File: config.mk
export PLATFORM = sky130hd
export DESIGN_NAME = heading_serial_tx
export DESIGN_NICKNAME = d
export VERILOG_FILES = /design/src/rtl/hsx_pkg.sv /design/src/rtl/hsx_bitclk.sv /design/src/rtl/hsx_shifter.sv /design/src/rtl/hsx_framer.sv /design/src/rtl/heading_serial_tx.sv
export SDC_FILE = /design/constraint.sdc
export NUM_CORES = 1
export LEC_CHECK = 0
export ABC_AREA = 1
export BUFFER_PORTS_ARGS = -buffer_cell sky130_fd_sc_hd__buf_2
export CORE_ASPECT_RATIO = 1.25
export CORE_MARGIN = 3
export CORE_UTILIZATION = 40
export CTS_CLUSTER_DIAMETER = 80
export DETAILED_ROUTE_END_ITERATION = 8
export PLACE_DENSITY = 0.6
export SYNTH_ARGS = -nofsm -noshare
export SYNTH_HDL_FRONTEND = slang
export SYNTH_SLANG_ARGS = --single-unit
File: constraint.sdc
create_clock -name clk -period 2.1 [get_ports clk]
set_clock_uncertainty 0.1 [all_clocks]
set_input_delay 0.21 -clock clk [delete_from_list [all_inputs] [get_ports clk]]
set_output_delay 0.21 -clock clk [all_outputs]
set_load 0.02 [all_outputs]
File: src/rtl/hsx_pkg.sv
package hsx_pkg;

    typedef enum logic [1:0] {
        HSX_IDLE  = 2'd0,
        HSX_LEAD  = 2'd1,
        HSX_DATA  = 2'd2,
        HSX_TRAIL = 2'd3
    } hsx_phase_e;

endpackage

File: src/rtl/hsx_bitclk.sv
module hsx_bitclk #(
    parameter int DIV = 40,
    parameter int PW  = 5
) (
    input  logic clk,
    input  logic rst_n,
    output logic bclk_o,
    output logic adv_o
);
    localparam int CW = (DIV > 1) ? $clog2(DIV) : 1;

    typedef struct packed {
        logic [CW-1:0] cnt;
        logic          bclk;
    } bck_state_t;

    bck_state_t st_d, st_q;

    always_comb begin
        st_d = st_q;
        if (st_q.cnt == CW'(DIV - 1)) begin
            st_d.cnt = '0;
        end else begin
            st_d.cnt = st_q.cnt + 1'b1;
        end
        st_d.bclk = (st_d.cnt < CW'(PW));
    end

    always_ff @(posedge clk) begin
        if (!rst_n) begin
            st_q.cnt  <= CW'(DIV - 1);
            st_q.bclk <= 1'b0;
        end else begin
            st_q <= st_d;
        end
    end

    // Asserted on the last high cycle; the registered logic downstream
    // updates on the edge that ends the pulse.
    assign adv_o  = (st_q.cnt == CW'(PW - 1));
    assign bclk_o = st_q.bclk;

endmodule

File: src/rtl/hsx_shifter.sv
module hsx_shifter #(
    parameter int N = 32
) (
    input  logic         clk,
    input  logic         rst_n,
    input  logic         load_i,
    input  logic [N-1:0] load_val_i,
    input  logic         shift_i,
    output logic         msb_o
);
    logic [N-1:0] sr_d, sr_q;

    always_comb begin
        sr_d = sr_q;
        if (load_i) begin
            sr_d = load_val_i;
        end else if (shift_i) begin
            sr_d = {sr_q[N-2:0], 1'b0};
        end
    end

    always_ff @(posedge clk) begin
        if (!rst_n) begin
            sr_q <= '0;
        end else begin
            sr_q <= sr_d;
        end
    end

    assign msb_o = sr_q[N-1];

endmodule

File: src/rtl/hsx_framer.sv
module hsx_framer
    import hsx_pkg::*;
#(
    parameter int HDG_W = 16
) (
    input  logic                 clk,
    input  logic                 rst_n,
    input  logic                 adv_i,
    input  logic                 send_i,
    input  logic [HDG_W-1:0]     true_i,
    input  logic [HDG_W-1:0]     mag_i,
    output logic                 load_o,
    output logic [2*HDG_W-1:0]   load_val_o,
    output logic                 shift_o,
    output logic                 gate_o,
    output logic                 data_en_o
);
    localparam int MSG_W = 2 * HDG_W;
    localparam int BW    = $clog2(MSG_W);

    typedef struct packed {
        hsx_phase_e       phase;
        logic [BW-1:0]    bits;
        logic             pend;
        logic [MSG_W-1:0] words;
    } frm_state_t;

    frm_state_t st_d, st_q;

    always_comb begin
        st_d    = st_q;
        load_o  = 1'b0;
        shift_o = 1'b0;
        if (adv_i) begin
            unique case (st_q.phase)
                HSX_IDLE: begin
                    if (st_q.pend) begin
                        st_d.phase = HSX_LEAD;
                        st_d.pend  = 1'b0;
                        load_o     = 1'b1;
                    end
                end
                HSX_LEAD: begin
                    st_d.phase = HSX_DATA;
                    st_d.bits  = '0;
                end
                HSX_DATA: begin
                    if (st_q.bits == BW'(MSG_W - 1)) begin
                        st_d.phase = HSX_TRAIL;
                    end else begin
                        st_d.bits = st_q.bits + 1'b1;
                        shift_o   = 1'b1;
                    end
                end
                HSX_TRAIL: begin
                    st_d.phase = HSX_IDLE;
                end
                default: st_d.phase = HSX_IDLE;
            endcase
        end
        // A new strobe always wins over the clearing of the held request.
        if (send_i) begin
            st_d.pend  = 1'b1;
            st_d.words = {true_i, mag_i};
        end
    end

    always_ff @(posedge clk) begin
        if (!rst_n) begin
            st_q.phase <= HSX_IDLE;
            st_q.bits  <= '0;
            st_q.pend  <= 1'b0;
            st_q.words <= '0;
        end else begin
            st_q <= st_d;
        end
    end

    assign load_val_o = st_q.words;
    assign gate_o     = (st_q.phase != HSX_IDLE);
    assign data_en_o  = (st_q.phase == HSX_DATA);

endmodule

File: src/rtl/heading_serial_tx.sv
module heading_serial_tx #(
    parameter int HDG_W = 16,
    parameter int DIV   = 40,
    parameter int PW    = 5
) (
    input  logic             clk,
    input  logic             rst_n,
    input  logic [HDG_W-1:0] true_hdg_i,
    input  logic [HDG_W-1:0] mag_hdg_i,
    input  logic             send_i,
    output logic             bit_clk_o,
    output logic             msg_gate_o,
    output logic             msg_data_o
);
    localparam int MSG_W = 2 * HDG_W;

    logic             adv;
    logic             load;
    logic             shift;
    logic             data_en;
    logic             msb;
    logic [MSG_W-1:0] load_val;

    hsx_bitclk #(.DIV(DIV), .PW(PW)) bitclk_i (
        .clk    (clk),
        .rst_n  (rst_n),
        .bclk_o (bit_clk_o),
        .adv_o  (adv)
    );

    hsx_framer #(.HDG_W(HDG_W)) framer_i (
        .clk        (clk),
        .rst_n      (rst_n),
        .adv_i      (adv),
        .send_i     (send_i),
        .true_i     (true_hdg_i),
        .mag_i      (mag_hdg_i),
        .load_o     (load),
        .load_val_o (load_val),
        .shift_o    (shift),
        .gate_o     (msg_gate_o),
        .data_en_o  (data_en)
    );

    hsx_shifter #(.N(MSG_W)) shifter_i (
        .clk        (clk),
        .rst_n      (rst_n),
        .load_i     (load),
        .load_val_i (load_val),
        .shift_i    (shift),
        .msb_o      (msb)
    );

    assign msg_data_o = data_en & msb;

endmodule

==> run_results.csv, run 1 <==
group,metric,value,unit
drt,routedWlPerCell,11.1,µm
placed_design,hpwl,5.11,mm
sta,maxSlewHeadroom,75.2,%
global_route,antenna_found_initial,0,
sta,setup_violations,0,
die,die_area,10800,µm²
placed_design,routabilityCongestion,0.779,
worst_setup_path,start_kind,"flip-flop",
logic_synthesis,syn-instance-count,563,
clock_network,htree_levels,3,
drt,drc,0,
power,leakagePower,2.20,nW
logic_synthesis,yosysSeqAreaShare,41.3,%
clock_network,clock_sinks,79,
sta,rsz0062_at_grt,"false",
sta,final_hold_viol_count,0,
finish,ff_latch_area,1580,µm²
sta,fin_crit_sh,84.5,%
drt,vias_per_cell,4.76,
drt,vias,3494,
drt,drtPass1Iterations,4,
drt,routed_wl,8.18,mm
die,rows,39,
finish,layout_commonest_cell,"nor2_1",
power,power_density,849,nW/µm²
clock_network,path_clk_slew,0.06,ns
logic_synthesis,yosys_warnings,0,
clock_network,cts_tree,"done",
sta,drv_slew,0,
run_status,outcome,"finished, final reports clean",
logic_synthesis,syn_nets,606,
sta,worst_pin_slew,0.372,ns
die,initial_core_util,41.5,%
logic_synthesis,synth_top_cell_by_area,"dfxtp_1",
finish,mostFrequentLayoutCells,"nor2_1 (104), nand2_1 (98), nand3_1 (92), inv_1 (79), dfxtp_1 (79)",
sta,setup_ws,0.326,ns
sta,fmax,0.564,GHz
worst_setup_path,cp.arrival,1.95,ns
logic_synthesis,syn-cell-area,3830,µm²
sta,timing.final.crit_period,1.77,ns
flow_run,max-cap-violations,0,
worst_hold_path,hold_class,"primary input to flip-flop",
global_route,track_usage,16.4,%
drt,antenna_left,0,
placed_design,dp_slack,0.340,ns
die,coreArea,9220,µm²
global_route,overflow,0,
global_route,grt_pass1_wl,14.2,mm
global_route,grt_pass1_vias,3190,
logic_synthesis,syn_area_per_cell,6.80,µm²
sta,tns,0,ns
finish,drive_gt1_share,12.9,%
placed_design,io_buffers,37,
logic_synthesis,synth_top_area_share,41.3,%
clock_network,cts_buffers,9,
power,power.total,3.93,mW
finish,finalNetCount,649,
clock_network,clk_latency,0.33,ns
finish,diodes,0,
worst_setup_path,critPathMaxFanout,32,
worst_setup_path,cp-end-kind,"flip-flop",
finish,multi_input_area,1740,µm²
power,ir_worst_vdd,0.513,mV
logic_synthesis,ys_ff_latch,79,
die,die_h,115,µm
worst_setup_path,critical_path_class,"flip-flop to flip-flop",
logic_synthesis,synth_area_leaders,"dfxtp_1 (41%), nand3_1 (12%), nor2_1 (10%)",
global_route,grt_max_degree,62,
finish,area_delta_synth_final,21.0,%
clock_network,root_buffer,"clkbuf_16",
drt,first_iter_violations,177,
die,die_w,93.5,µm
die,ios,38,
finish,fill_cells,938,
clock_network,cts_buffer_depth,2,
worst_setup_path,cp.required,2.27,ns
logic_synthesis,ys_types,23,
==> path summary, 6_finish.rpt <==
check                                        from                 endpoint  slack, ns  cells after the start
worst min register to register  framer_i.st_q[32]        framer_i.st_q[32]       0.37                      2
worst min-delay path               true_hdg_i[13]  framer_i.load_val_o[29]      0.005                      3
worst max-delay path            framer_i.st_q[33]       shifter_i.sr_q[11]       0.33                     13
worst max register to register  framer_i.st_q[33]       shifter_i.sr_q[11]       0.33                     13
==> routing by layer <==
layer | vias up | wire length (µm) | track usage (%)
met5 | - | 0 | 0
met4 | 0 | 166 | 7.33
met3 | 12 | 220 | 3.99
met2 | 49 | 3900 | 27.6
met1 | 1596 | 3880 | 19.7
li1 | 1837 | - | -
==> critical path: stages (launching register included) <==
cell     delay [ns]
dfxtp_1        0.36
ha_1           0.18
nand2_1        0.07
nor2_1         0.10
ha_1           0.15
inv_1          0.04
nand2_1        0.10
nand2_1        0.06
nand2_1        0.10
buf_12         0.19
nand2_1        0.07
nand3_1        0.06
nand2_1        0.05
inv_1          0.07
==> synth_stat cells, drive strengths merged <==
cell type  instances
nand2             98
nor2             105
o31ai              1
xor2               2
a21oi              8
clkbuf            11
nor3b              1
ha                 8
dfxtp             79
o21ai             33
nand4              6
nand3            103
or2                2
buf               24
inv               82
==> stage by stage <==
stage	util (%)	hold WS, ns	instances	cell area, µm²
global placement	44.3	0.330	698	4090
detailed placement	44.3	0.338	698	4090
floorplan	-	0.245	563	3830
global route	50.2	0.00731	734	4630
CTS	50.2	0.000708	734	4630
finish	50.2	0.00519	734	4630
==> power by group <==
group	total (mW)	switching (mW)	internal (mW)
Combinational	0.503	0.306	0.198
Clock	1.75	0.579	1.17
Sequential	1.68	0.0833	1.60
Total	3.93	0.968	2.97
==> registers in the layout, summed over array words and instances (netlist names) <==
register,cells
shifter_i.sr_q,32
bitclk_i.bclk_o,1
framer_i.load_val_o,32
bitclk_i.st_q,6
framer_i.st_q,8
==> logic make-up (layout without fill, tap and decap cells) <==
group / Yosys count / count (layout) / share of synthesized area (%)
simple gates: 315 / 315 / 36.7
xor+xnor: 2 / 2 / 0.458
flops: 79 / 79 / 41.3
buf+inv: 117 / 165 / 13.4
fa+ha+maj: 8 / 8 / 2.61
compound gates: 42 / 42 / 5.56
==> area by class of cell <==
cell class                      instances  area share (%)
Timing Repair Buffer                   67            11.0
Inverter                               82            6.64
Clock buffer                           14            6.13
Multi-Input combinational cell        367            37.5
Clock inverter                          2            1.30
Tap cell                              123            3.32
Sequential cell                        79            34.1
==> repair_timing <==
item / in CTS / in global routing
hold buffers: 20 / 0
gates resized for setup: 0 / 0
buffers inserted: 0 / 0
endpoints found under the hold margin: 20 / 0
(Power assumes the default switching activity.)
==> inputs of run 2 (changes only) <==
--- a/config.mk
+++ b/config.mk
@@ -12,7 +12,7 @@
 export CORE_UTILIZATION = 40
 export CTS_CLUSTER_DIAMETER = 80
 export DETAILED_ROUTE_END_ITERATION = 8
-export PLACE_DENSITY = 0.6
+export PLACE_DENSITY = 0.62
 export SYNTH_ARGS = -nofsm -noshare
 export SYNTH_HDL_FRONTEND = slang
 export SYNTH_SLANG_ARGS = --single-unit
==> constraint.sdc (replaced) <==
create_clock -name clk -period 1.6 [get_ports clk]
set_clock_uncertainty 0.1 [all_clocks]
set_input_delay 0.16 -clock clk [delete_from_list [all_inputs] [get_ports clk]]
set_output_delay 0.16 -clock clk [all_outputs]
set_load 0.02 [all_outputs]
==> run 2 against run 1 <==
Effect of this change:
- the run now ends with setup timing left
- worst hold slack improved by 0.074 ns
- highest routed layer unchanged
- total power up 28%
- final area is 18% higher
==> run_results.csv, run 2 (synthesis gave the netlist of run 1 again) <==
group,metric,value,unit
run_status,outcome,"complete, but fails checks",
run_status,failed_checks,"setup timing",
worst_setup_path,r2r_end,"shifter_i.sr_q[23]",
finish,diodes,0,
worst_setup_path,cp.arrival,1.87,ns
clock_network,cts_buffer_depth,2,
drt,routed_wl,9.47,mm
placed_design,routabilityCongestion,0.738,
die,die_area,10800,µm²
power,p_comb_share,16.4,%
finish,fin_util,59.2,%
drt,antenna_left,0,
power,ir_worst_vdd,0.530,mV
worst_setup_path,reg2reg_slack,-0.13,ns
power,internal_power,3.72,mW
die,die_w,93.5,µm
finish,fill_cells,846,
clock_network,clk_latency,0.34,ns
worst_setup_path,cp-end-kind,"flip-flop",
worst_setup_path,start_kind,"flip-flop",
sta,fin_crit_sh,108,%
finish,mostFrequentLayoutCells,"nor2_1 (103), inv_1 (75), dfxtp_1 (75), nand3_1 (66), nand2_1 (61)",
worst_setup_path,cpMostUsedCell,"nand2_4",
worst_setup_path,critPathSlowestCell,"dfxtp_2",
sta,maxSlewHeadroom,66.0,%
die,coreArea,9220,µm²
sta,tns,-3.03,ns
power,power_density,920,nW/µm²
placed_design,hpwl,5.06,mm
sta,setup_violations,33,
clock_network,root_buffer,"clkbuf_16",
power,p_seq_share,43.5,%
sta,timing.final.crit_period,1.73,ns
sta,rsz0062_at_grt,"true",
global_route,grt_pass1_vias,3503,
clock_network,cts_tree,"done",
finish,finalNetCount,684,
finish,drive_gt1_share,28.1,%
clock_network,cts_buffers,9,
flow_run,max-cap-violations,0,
clock_network,clock_sinks,79,
drt,drtPass1Iterations,4,
worst_setup_path,slowest_delay,0.33,ns
power,leakagePower,2.59,nW
drt,routedWlPerCell,12.4,µm
die,initial_core_util,41.5,%
power,power.total,5.02,mW
drt,first_iter_violations,232,
global_route,grt_max_degree,48,
worst_setup_path,rr_worst_depth,13,
finish,area_delta_synth_final,42.6,%
power,p_sw,1.31,mW
worst_hold_path,min_path_cells,3,
worst_setup_path,critPathMaxFanout,7,
drt,vias,3707,
worst_hold_path,hold_end,"shifter_i.sr_q[0]",
finish,layout_commonest_cell,"nor2_1",
worst_hold_path,hold_path_startpoint,"rst_n",
worst_setup_path,rr_startpoint,"framer_i.st_q[34]",
placed_design,io_buffers,37,
global_route,grt_pass1_wl,15.5,mm
die,rows,39,
sta,worst_pin_slew,0.511,ns
die,die_h,115,µm
sta,fmax,0.578,GHz
sta,final_hold_viol_count,0,
placed_design,dp_slack,-0.139,ns
sta,drv_slew,0,
worst_setup_path,cp.required,1.74,ns
worst_setup_path,cp_cell_sequence,"ha_4 > nand2_4 > nor2_2 > ha_2 > inv_2 > nand2_4 > nand2_4 > nand2_8 > clkbuf_16 > nand2_1 > nand3_1 > nand2_1 > inv_1",
global_route,overflow,0,
clock_network,path_clk_slew,0.05,ns
power,swShare,26.0,%
finish,design_area,5460,µm²
placed_design,place_area,4230,µm²
worst_setup_path,critical_path_class,"flip-flop to flip-flop",
drt,vias_per_cell,4.84,
global_route,track_usage,18.0,%
die,ios,38,
power,power.share.clock,40.1,%
worst_hold_path,hold_class,"primary input to flip-flop",
drt,drc,0,
global_route,antenna_found_initial,0,
sta,setup_ws,-0.129,ns
clock_network,htree_levels,3,
-- run 2: cell count changes in the layout (fill, tap and decap cells not counted), sizes merged --
cell         change
buf             +22
clkbuf           -1
dlygate4sd3     +12
bufinv           -1
-- run 2: critical path: cells and delay by family, from the launching register on --
kind | cells | cell delay, ns
AND/OR/NAND/NOR | 8 | 0.54
adder cells (fa/ha/maj) | 2 | 0.34
flip-flops | 1 | 0.33
buffers and inverters | 3 | 0.31
-- run 2: layout make-up --
class / count / area, µm² / share of cell area [%]
Inverter: 82 / 308 / 5.64
Timing Repair Buffer: 102 / 965 / 17.7
Multi-Input combinational cell: 367 / 2160 / 39.6
Clock inverter: 1 / 30.0 / 0.550
Sequential cell: 79 / 1590 / 29.1
Clock buffer: 12 / 256 / 4.70
Tap cell: 123 / 154 / 2.82
-- run 2: worst max path at each step --
stage / cells past startpoint / endpoint / startpoint / slack [ns]
floorplan: 13 / shifter_i.sr_q[10] / framer_i.st_q[33] / 0.002
global placement: 13 / shifter_i.sr_q[28] / framer_i.st_q[33] / -0.09
detailed placement: 11 / framer_i.st_q[37] / framer_i.st_q[33] / -0.14
CTS: 13 / shifter_i.sr_q[15] / framer_i.st_q[33] / -0.07
global route: 13 / shifter_i.sr_q[15] / framer_i.st_q[33] / -0.18
finish: 13 / shifter_i.sr_q[23] / framer_i.st_q[34] / -0.13
-- run 2: layer usage --
metal / GRT usage (%) / up-vias / share of wire, %
met2: 32.1 / 74 / 51
met5: 0 / - / 0
li1: - / 1910 / -
met4: 7.92 / 0 / 2.4
met1: 20.3 / 1702 / 43
met3: 4.12 / 21 / 3.3
-- run 2: power by group through the flow --
stage	registers, mW	clock network, mW	logic [mW]
detailed placement	2.22	0	0.700
finish	2.18	2.01	0.826
floorplan	2.22	0	0.505
CTS	2.18	2.07	0.812
global route	2.20	2.12	0.944
global placement	2.22	0	0.694
-- run 2: through the flow --
step	hold WS, ns	instances
finish	0.0792	766
detailed placement	0.287	711
global placement	0.279	711
floorplan	0.195	563
CTS	0.0807	762
global route	0.115	766
-- run 2: timing repair --
item                                    in CTS  in global routing
setup buffers                                2                  3
pin swaps                                    4                 13
endpoints found under the hold margin       32                  0
endpoints found under the setup margin      40                 42
hold buffers                                32                  0
gates resized for setup                     66                 53
cloned                                       4                  1
